[src/rtl/fa_pkg.sv]
package fa_pkg;

    parameter int WORD_W = 12;
    localparam int HALF_W  = WORD_W / 2;
    localparam int SHIFT_W = $clog2(WORD_W);
    localparam int LOCK_CNT_DEFAULT = 4;

    typedef logic [WORD_W-1:0]  word_t;
    typedef logic [SHIFT_W-1:0] shift_t;

    typedef enum logic {
        ORDER_MSB = 1'b0,
        ORDER_LSB = 1'b1
    } order_e;

    // previous and current chunk of the data lane, previous on top
    typedef struct packed {
        word_t prev;
        word_t cur;
    } pair_t;

    typedef struct packed {
        logic   legal;
        shift_t shift;
    } decode_t;

    // frame pattern whose sample start sits at bit s
    function automatic word_t frame_at(input int s);
        word_t p;
        p = '0;
        for (int i = 0; i < HALF_W; i++) begin
            p[SHIFT_W'((s + WORD_W - i) % WORD_W)] = 1'b1;
        end
        return p;
    endfunction

    function automatic word_t flip(input word_t w);
        word_t r;
        for (int i = 0; i < WORD_W; i++) begin
            r[i] = w[WORD_W-1-i];
        end
        return r;
    endfunction

endpackage

[src/rtl/fa_chunk_pipe.sv]
module fa_chunk_pipe
    import fa_pkg::*;
(
    input  logic  clk,
    input  logic  rst,
    input  word_t data_i,
    input  word_t frame_i,
    output pair_t pair_o,
    output word_t frame_o,
    output logic  cur_v_o
);

    always_ff @(posedge clk) begin
        if (rst) begin
            pair_o  <= '0;
            frame_o <= '0;
            cur_v_o <= 1'b0;
        end else begin
            pair_o.prev <= pair_o.cur;
            pair_o.cur  <= data_i;
            frame_o     <= frame_i;
            cur_v_o     <= 1'b1;
        end
    end


    prev_follows_chk: assert property (@(posedge clk) disable iff (rst)
        cur_v_o |=> (pair_o.prev == $past(pair_o.cur)));

endmodule

[src/rtl/fa_frame_decode.sv]
module fa_frame_decode
    import fa_pkg::*;
(
    input  word_t   frame_i,
    output decode_t dec_o
);

    always_comb begin
        dec_o = '0;
        for (int j = 0; j < WORD_W; j++) begin
            if (frame_i == frame_at(j)) begin
                dec_o.legal = 1'b1;
                dec_o.shift = shift_t'(j);
            end
        end
    end

    always_comb begin
        if (dec_o.legal) begin

            half_ones_chk: assert ($countones(frame_i) == HALF_W);
        end
    end

endmodule

[src/rtl/fa_lock_track.sv]
module fa_lock_track
    import fa_pkg::*;
#(
    parameter int LOCK_CNT = LOCK_CNT_DEFAULT
) (
    input  logic    clk,
    input  logic    rst,
    input  logic    cur_v_i,
    input  decode_t dec_i,
    output logic    locked_o,
    output shift_t  shift_o,
    output logic    err_o
);

    localparam int CNT_W = $clog2(LOCK_CNT + 1);

    shift_t           cand_q;
    logic [CNT_W-1:0] cnt_q;
    logic [CNT_W-1:0] cnt_nxt;

    always_comb begin
        if (cnt_q != '0 && dec_i.shift == cand_q) begin
            cnt_nxt = cnt_q + 1'b1;
        end else begin
            cnt_nxt = CNT_W'(1);
        end
    end

    always_ff @(posedge clk) begin
        if (rst) begin
            cand_q   <= '0;
            cnt_q    <= '0;
            locked_o <= 1'b0;
            shift_o  <= '0;
            err_o    <= 1'b0;
        end else begin
            err_o <= 1'b0;
            if (cur_v_i) begin
                if (!dec_i.legal) begin
                    err_o <= 1'b1;
                    if (!locked_o) begin
                        cnt_q <= '0;
                    end
                end else if (!locked_o) begin
                    cand_q <= dec_i.shift;
                    cnt_q  <= cnt_nxt;
                    if (cnt_nxt == CNT_W'(LOCK_CNT)) begin
                        locked_o <= 1'b1;
                        shift_o  <= dec_i.shift;
                    end
                end
            end
        end
    end


    lock_hold_chk: assert property (@(posedge clk) disable iff (rst)
        locked_o |=> (locked_o && $stable(shift_o)));


    lock_rise_chk: assert property (@(posedge clk) disable iff (rst)
        $rose(locked_o) |-> $past(cur_v_i && dec_i.legal));


    err_src_chk: assert property (@(posedge clk) disable iff (rst)
        err_o |-> $past(cur_v_i));

endmodule

[src/rtl/fa_word_cut.sv]
module fa_word_cut
    import fa_pkg::*;
(
    input  logic   clk,
    input  logic   rst,
    input  pair_t  pair_i,
    input  shift_t shift_i,
    input  logic   lock_i,
    input  order_e order_i,
    output word_t  word_o,
    output logic   vld_o
);

    logic [2*WORD_W-1:0] window;
    logic [2*WORD_W-1:0] moved;
    word_t               raw;
    word_t               oriented;

    always_comb begin
        window   = pair_i;
        moved    = window >> ((SHIFT_W+1)'(shift_i) + 1'b1);
        raw      = moved[WORD_W-1:0];
        oriented = (order_i == ORDER_LSB) ? flip(raw) : raw;
    end

    always_ff @(posedge clk) begin
        if (rst) begin
            word_o <= '0;
            vld_o  <= 1'b0;
        end else begin
            vld_o <= lock_i;
            if (lock_i) begin
                word_o <= oriented;
            end
        end
    end


    vld_lock_chk: assert property (@(posedge clk) disable iff (rst)
        vld_o |-> $past(lock_i));

endmodule

[src/rtl/fa_word_extractor.sv]
module fa_word_extractor
    import fa_pkg::*;
#(
    parameter int LOCK_CNT = LOCK_CNT_DEFAULT
) (
    input  logic              clk,
    input  logic              rst,
    input  logic              lsb_first,
    input  logic [WORD_W-1:0] data_chunk,
    input  logic [WORD_W-1:0] frame_chunk,
    output logic [WORD_W-1:0] word_out,
    output logic              word_vld,
    output logic              locked,
    output logic              frame_err
);

    pair_t   pair;
    word_t   frame_q;
    logic    cur_v;
    decode_t dec;
    shift_t  shift;

    fa_chunk_pipe u_pipe (
        .clk     (clk),
        .rst     (rst),
        .data_i  (data_chunk),
        .frame_i (frame_chunk),
        .pair_o  (pair),
        .frame_o (frame_q),
        .cur_v_o (cur_v)
    );

    fa_frame_decode u_dec (
        .frame_i (frame_q),
        .dec_o   (dec)
    );

    fa_lock_track #(.LOCK_CNT(LOCK_CNT)) u_lock (
        .clk      (clk),
        .rst      (rst),
        .cur_v_i  (cur_v),
        .dec_i    (dec),
        .locked_o (locked),
        .shift_o  (shift),
        .err_o    (frame_err)
    );

    fa_word_cut u_cut (
        .clk     (clk),
        .rst     (rst),
        .pair_i  (pair),
        .shift_i (shift),
        .lock_i  (locked),
        .order_i (order_e'(lsb_first)),
        .word_o  (word_out),
        .vld_o   (word_vld)
    );

endmodule

[config.mk]
export PLATFORM = sky130hd
export DESIGN_NAME = fa_word_extractor
export DESIGN_NICKNAME = d
export VERILOG_FILES = /design/src/rtl/fa_pkg.sv /design/src/rtl/fa_chunk_pipe.sv /design/src/rtl/fa_frame_decode.sv /design/src/rtl/fa_lock_track.sv /design/src/rtl/fa_word_cut.sv /design/src/rtl/fa_word_extractor.sv
export SDC_FILE = /design/constraint.sdc
export NUM_CORES = 1
export LEC_CHECK = 0
export ABC_CLOCK_PERIOD_IN_PS = 5600
export BUFFER_PORTS_ARGS = -buffer_cell sky130_fd_sc_hd__buf_4
export CORE_MARGIN = 5
export CORE_UTILIZATION = 50
export CTS_CLUSTER_SIZE = 10
export DETAILED_ROUTE_END_ITERATION = 8
export GPL_TIMING_DRIVEN = 0
export PLACE_DENSITY_LB_ADDON = 0.08
export SETUP_SLACK_MARGIN = 0.1
export SYNTH_ARGS = -nofsm -noshare
export SYNTH_HDL_FRONTEND = slang
export SYNTH_SLANG_ARGS = --single-unit
[constraint.sdc]
create_clock -name clk -period 5.6 [get_ports clk]
set_input_delay 1.12 -clock clk [delete_from_list [all_inputs] [get_ports clk]]
set_output_delay 1.12 -clock clk [all_outputs]
set_load 0.05 [all_outputs]
==> tab_implementation.tex <==
\begin{tabular}{lr}
\hline
Metric & Value \\
\hline
\multicolumn{2}{l}{\textbf{Outcome}} \\
\quad Result of the run & finished, final reports clean \\
\multicolumn{2}{l}{\textbf{Layout}} \\
\quad Syn-to-layout area delta & 17.0\% \\
\quad Finished Cell Area & 0.00395 mm\^{}2 \\
\quad Final standard cell utilization of the core & 0.590 \\
\quad Ant diodes & 0 \\
\quad Ratio of cells with drive above 1 in the final layout & 0.262 \\
\quad Count of nets after finishing & 428 \\
\quad Number of cells in the finished layout apart from fillers & 484 \\
\multicolumn{2}{l}{\textbf{GRT}} \\
\quad Largest net degree at the start of global routing & 12 \\
\quad First-pass GRT wire length & 12,000 um \\
\quad Vias in the first global route & 2,564 \\
\quad Sum of overflow across all layers after global routing & 0 \\
\quad Total Routing Usage GR & 0.175 \\
\quad Number of antenna violations at the first check in global routing & 0 \\
\multicolumn{2}{l}{\textbf{Logic synthesis}} \\
\quad Leading cell types by count after synthesis & sky130\_fd\_sc\_hd\_\_dfxtp\_1, sky130\_fd\_sc\_hd\_\_nor2b\_1, sky130\_fd\_sc\_hd\_\_nand2\_1, sky130\_fd\_sc\_hd\_\_mux2i\_1, sky130\_fd\_sc\_hd\_\_nor2\_1 \\
\quad Count of synthesis-stage warnings from yosys & 0 \\
\quad Most common cell in the netlist & sky130\_fd\_sc\_hd\_\_dfxtp\_1 \\
\quad Post-synth design cell area & 0.00337 mm\^{}2 \\
\quad Mean instance size in the synthesized netlist & 9.69 um\^{}2 \\
\quad Post-synthesis cell type with the largest combined area & sky130\_fd\_sc\_hd\_\_dfxtp\_1 \\
\quad Library cells used by synthesis & 55 \\
\quad Sequential-to-total area share from yosys stat & 0.374 \\
\quad Most used DFF post-synth & sky130\_fd\_sc\_hd\_\_dfxtp\_1 \\
\quad Number of enable flip-flop cells after synthesis & 0 \\
\quad Number of instances in the synthesized netlist & 348 \\
\quad Async S/R FF share, synth & 0 \\
\quad Post-Syn Nets & 377 \\
\quad Cells taking the most area after synthesis & sky130\_fd\_sc\_hd\_\_dfxtp\_1, sky130\_fd\_sc\_hd\_\_mux2i\_1, sky130\_fd\_sc\_hd\_\_nor2b\_1 \\
\quad Share of Yosys cell area claimed by the top area cell type & 0.374 \\
\quad Number of flip-flops and latches in the synthesized netlist & 63 \\
\multicolumn{2}{l}{\textbf{Worst setup path}} \\
\quad Endpoint arrival time on the critical path & 2.66 ns \\
\quad CP startpoint kind & flip-flop \\
\quad Worst path required time & 5.87 ns \\
\quad CP Max Fanout & 7 \\
\quad Critical path class & reg -> reg \\
\quad Number of cells on the worst reg-to-reg path & 8 \\
\quad Kind of end point of the critical path & flip-flop \\
\multicolumn{2}{l}{\textbf{Clock tree}} \\
\quad Clock tree from TritonCTS & built \\
\quad CTS sink count & 63 \\
\quad CTS Buffer Depth & 2 \\
\quad Clock slew seen by the registers of the worst setup and hold paths & 0.08 ns \\
\quad Cell at the root of the clock tree & sky130\_fd\_sc\_hd\_\_clkbuf\_8 \\
\quad Number of hold buffers added after cts & 0 \\
\quad Number of buffers created by CTS & 9 \\
\quad Clock H-tree levels & 3 \\
\quad Clock latency of the later-clocked register in the worst-skew pair & 0.35 ns \\
\quad Setup Buffers After CTS & 0 \\
\quad Post-cts gate resize count & 0 \\
\multicolumn{2}{l}{\textbf{Routing}} \\
\quad Average wire length per cell after detail routing & 14.5 um \\
\quad Detail-routed via count per cell & 5.48 \\
\quad Drt total wl & 7030 um \\
\quad DRC errors left & 0 \\
\quad Number of search-and-repair iterations in the first detailed-routing pass & 4 \\
\quad Count of vias placed by the detailed router & 2,653 \\
\quad Detailed Route Iter0 Violations & 132 \\
\quad Number of routed nets with antenna violations & 0 \\
\multicolumn{2}{l}{\textbf{Place}} \\
\quad Final GP Congestion & 0.915 \\
\quad Post-detailed-placement half-perimeter wirelength & 5380 um \\
\quad Post-placement cell area & 0.00377 mm\^{}2 \\
\quad Number of port buffers & 40 \\
\quad Placed instance count & 468 \\
\quad Worst Setup Slack post-DPL & 3.22 ns \\
\multicolumn{2}{l}{\textbf{Worst hold path}} \\
\quad HP Class & reg -> reg \\
\quad Min-Delay Path Depth & 1 \\
\multicolumn{2}{l}{\textbf{Die}} \\
\quad Die H & 92.1 um \\
\quad Horiz. Die Dim & 92.1 um \\
\quad Std-Cell Core Area & 0.00668 mm\^{}2 \\
\quad Boundary Pins & 42 \\
\quad Overall die area & 0.00848 mm\^{}2 \\
\quad Number of placement rows & 30 \\
\quad Initial Util & 0.504 \\
\multicolumn{2}{l}{\textbf{STA}} \\
\quad Achievable clock frequency & 417 MHz \\
\quad RSZ-0062 raised after global routing & false \\
\quad Final WS setup & 3.20 ns \\
\quad Number of pins with negative max-slew slack in the final report & 0 \\
\quad Setup clock skew after layout & 0.0119 ns \\
\quad Final critical-path share of the clock period & 0.428 \\
\quad Slew margin rel. & 0.627 \\
\quad Actual slew at the worst max-slew pin & 0.559 ns \\
\quad Min Hold Slack & 0.428 ns \\
\quad Sum of negative setup slack & 0 ns \\
\quad Final Hold Vio Count & 0 \\
\quad Final setup viols & 0 \\
\quad Period minus WS final & 2.40 ns \\
\multicolumn{2}{l}{\textbf{Pwr}} \\
\quad Worst-case vdd ir drop & 0.000142 V \\
\quad P\_leak & 1.45 nW \\
\quad Design Power & 0.907 mW \\
\quad Pwr dens & 230 mW/mm\^{}2 \\
\multicolumn{2}{l}{\textbf{Flow run}} \\
\quad Max-Cap Viols & 0 \\
\hline
\end{tabular}
cell type report:
type                       count  area (um^2)
multi-input combinational    251         1960
inverter                      11         41.3
fill                         624         2740
sequential                    63         1260
clock inverter                 6         36.3
buffer                        23          113
clock buffer                  10          138
tap                           80          100
timing repair buffer          40          300
path summary, 6_finish.rpt:
kind	startpoint	end	slack [ns]
max	u_pipe.frame_o[11]	u_lock.shift_o[2]	3.20
min	u_pipe.pair_o[0]	u_pipe.pair_o[12]	0.43
max reg2reg	u_pipe.frame_o[11]	u_lock.shift_o[2]	3.20
min reg2reg	u_pipe.pair_o[0]	u_pipe.pair_o[12]	0.43
routing by layer:
layer | track usage | vias to the layer above | wire (um)
met5 | 0 | - | 0
li1 | - | 1345 | -
met4 | 0.0916 | 0 | 175
met3 | 0.0369 | 20 | 349
met2 | 0.265 | 67 | 3100
met1 | 0.234 | 1221 | 3400
worst max-delay path: stages (launching register included):
cell	delay (ns)
sky130_fd_sc_hd__dfxtp_1	0.32
sky130_fd_sc_hd__nor4_4	0.44
sky130_fd_sc_hd__nand2_1	0.17
sky130_fd_sc_hd__nor3_2	0.39
sky130_fd_sc_hd__xnor2_1	0.18
sky130_fd_sc_hd__and4_1	0.20
sky130_fd_sc_hd__clkbuf_1	0.28
sky130_fd_sc_hd__nand4_1	0.16
sky130_fd_sc_hd__a21oi_1	0.18
state kept, by name (all words and copies together) (netlist names), 3 cells and up:
name / count
u_pipe.frame_o: 12
u_pipe.pair_o: 24
u_lock.shift_o: 4
u_lock.cand_q: 4
u_lock.cnt_q: 3
u_cut.word_o: 12
kinds of logic (layout without fill, tap and decap cells):
kind of cell | count (synthesis) | count (layout) | share of synthesized area
AO/OA/AOI/OAI | 61 | 61 | 0.127
XOR/XNOR | 7 | 7 | 0.0260
adder cells (fa/ha/maj) | 2 | 2 | 0.00742
buffers and inverters | 34 | 90 | 0.0457
flip-flops | 63 | 63 | 0.374
multiplexers | 55 | 55 | 0.207
AND/OR/NAND/NOR | 126 | 126 | 0.212
power breakdown:
| group | switching, mW | internal, mW | leakage [nW] | total [mW] |
|---|---|---|---|---|
| registers | 0.0107 | 0.462 | 0.517 | 0.472 |
| clock network | 0.181 | 0.170 | 0.0918 | 0.350 |
| logic | 0.0394 | 0.0443 | 0.838 | 0.0837 |
| total | 0.231 | 0.676 | 1.45 | 0.907 |
layout by cell type, fill, tap and decap left out, types with 2 or more instances in the layout:
master and instances:
sky130_fd_sc_hd__nand2_1 30, sky130_fd_sc_hd__buf_6 2, sky130_fd_sc_hd__a31oi_1 2, sky130_fd_sc_hd__xnor2_1 4
sky130_fd_sc_hd__clkbuf_8 10, sky130_fd_sc_hd__ha_1 2, sky130_fd_sc_hd__o21a_1 3, sky130_fd_sc_hd__nor2b_1 41
sky130_fd_sc_hd__o21ai_0 8, sky130_fd_sc_hd__buf_4 41, sky130_fd_sc_hd__nor4b_1 2, sky130_fd_sc_hd__dfxtp_1 63
sky130_fd_sc_hd__nand3b_1 2, sky130_fd_sc_hd__nor3_1 3, sky130_fd_sc_hd__mux2i_1 27, sky130_fd_sc_hd__nor2_1 19
sky130_fd_sc_hd__nand2b_1 3, sky130_fd_sc_hd__o31ai_1 5, sky130_fd_sc_hd__nor3b_1 3, sky130_fd_sc_hd__inv_1 10
sky130_fd_sc_hd__or3_1 2, sky130_fd_sc_hd__mux2_2 18, sky130_fd_sc_hd__a211oi_2 2, sky130_fd_sc_hd__a21oi_1 16
sky130_fd_sc_hd__nand4_1 7, sky130_fd_sc_hd__buf_2 6, sky130_fd_sc_hd__clkbuf_1 13, sky130_fd_sc_hd__clkinv_2 4
sky130_fd_sc_hd__o22ai_1 4, sky130_fd_sc_hd__o211ai_1 3, sky130_fd_sc_hd__nand3_1 4, sky130_fd_sc_hd__mux4_2 10
sky130_fd_sc_hd__a211oi_1 9
(Power assumes the default switching activity.)
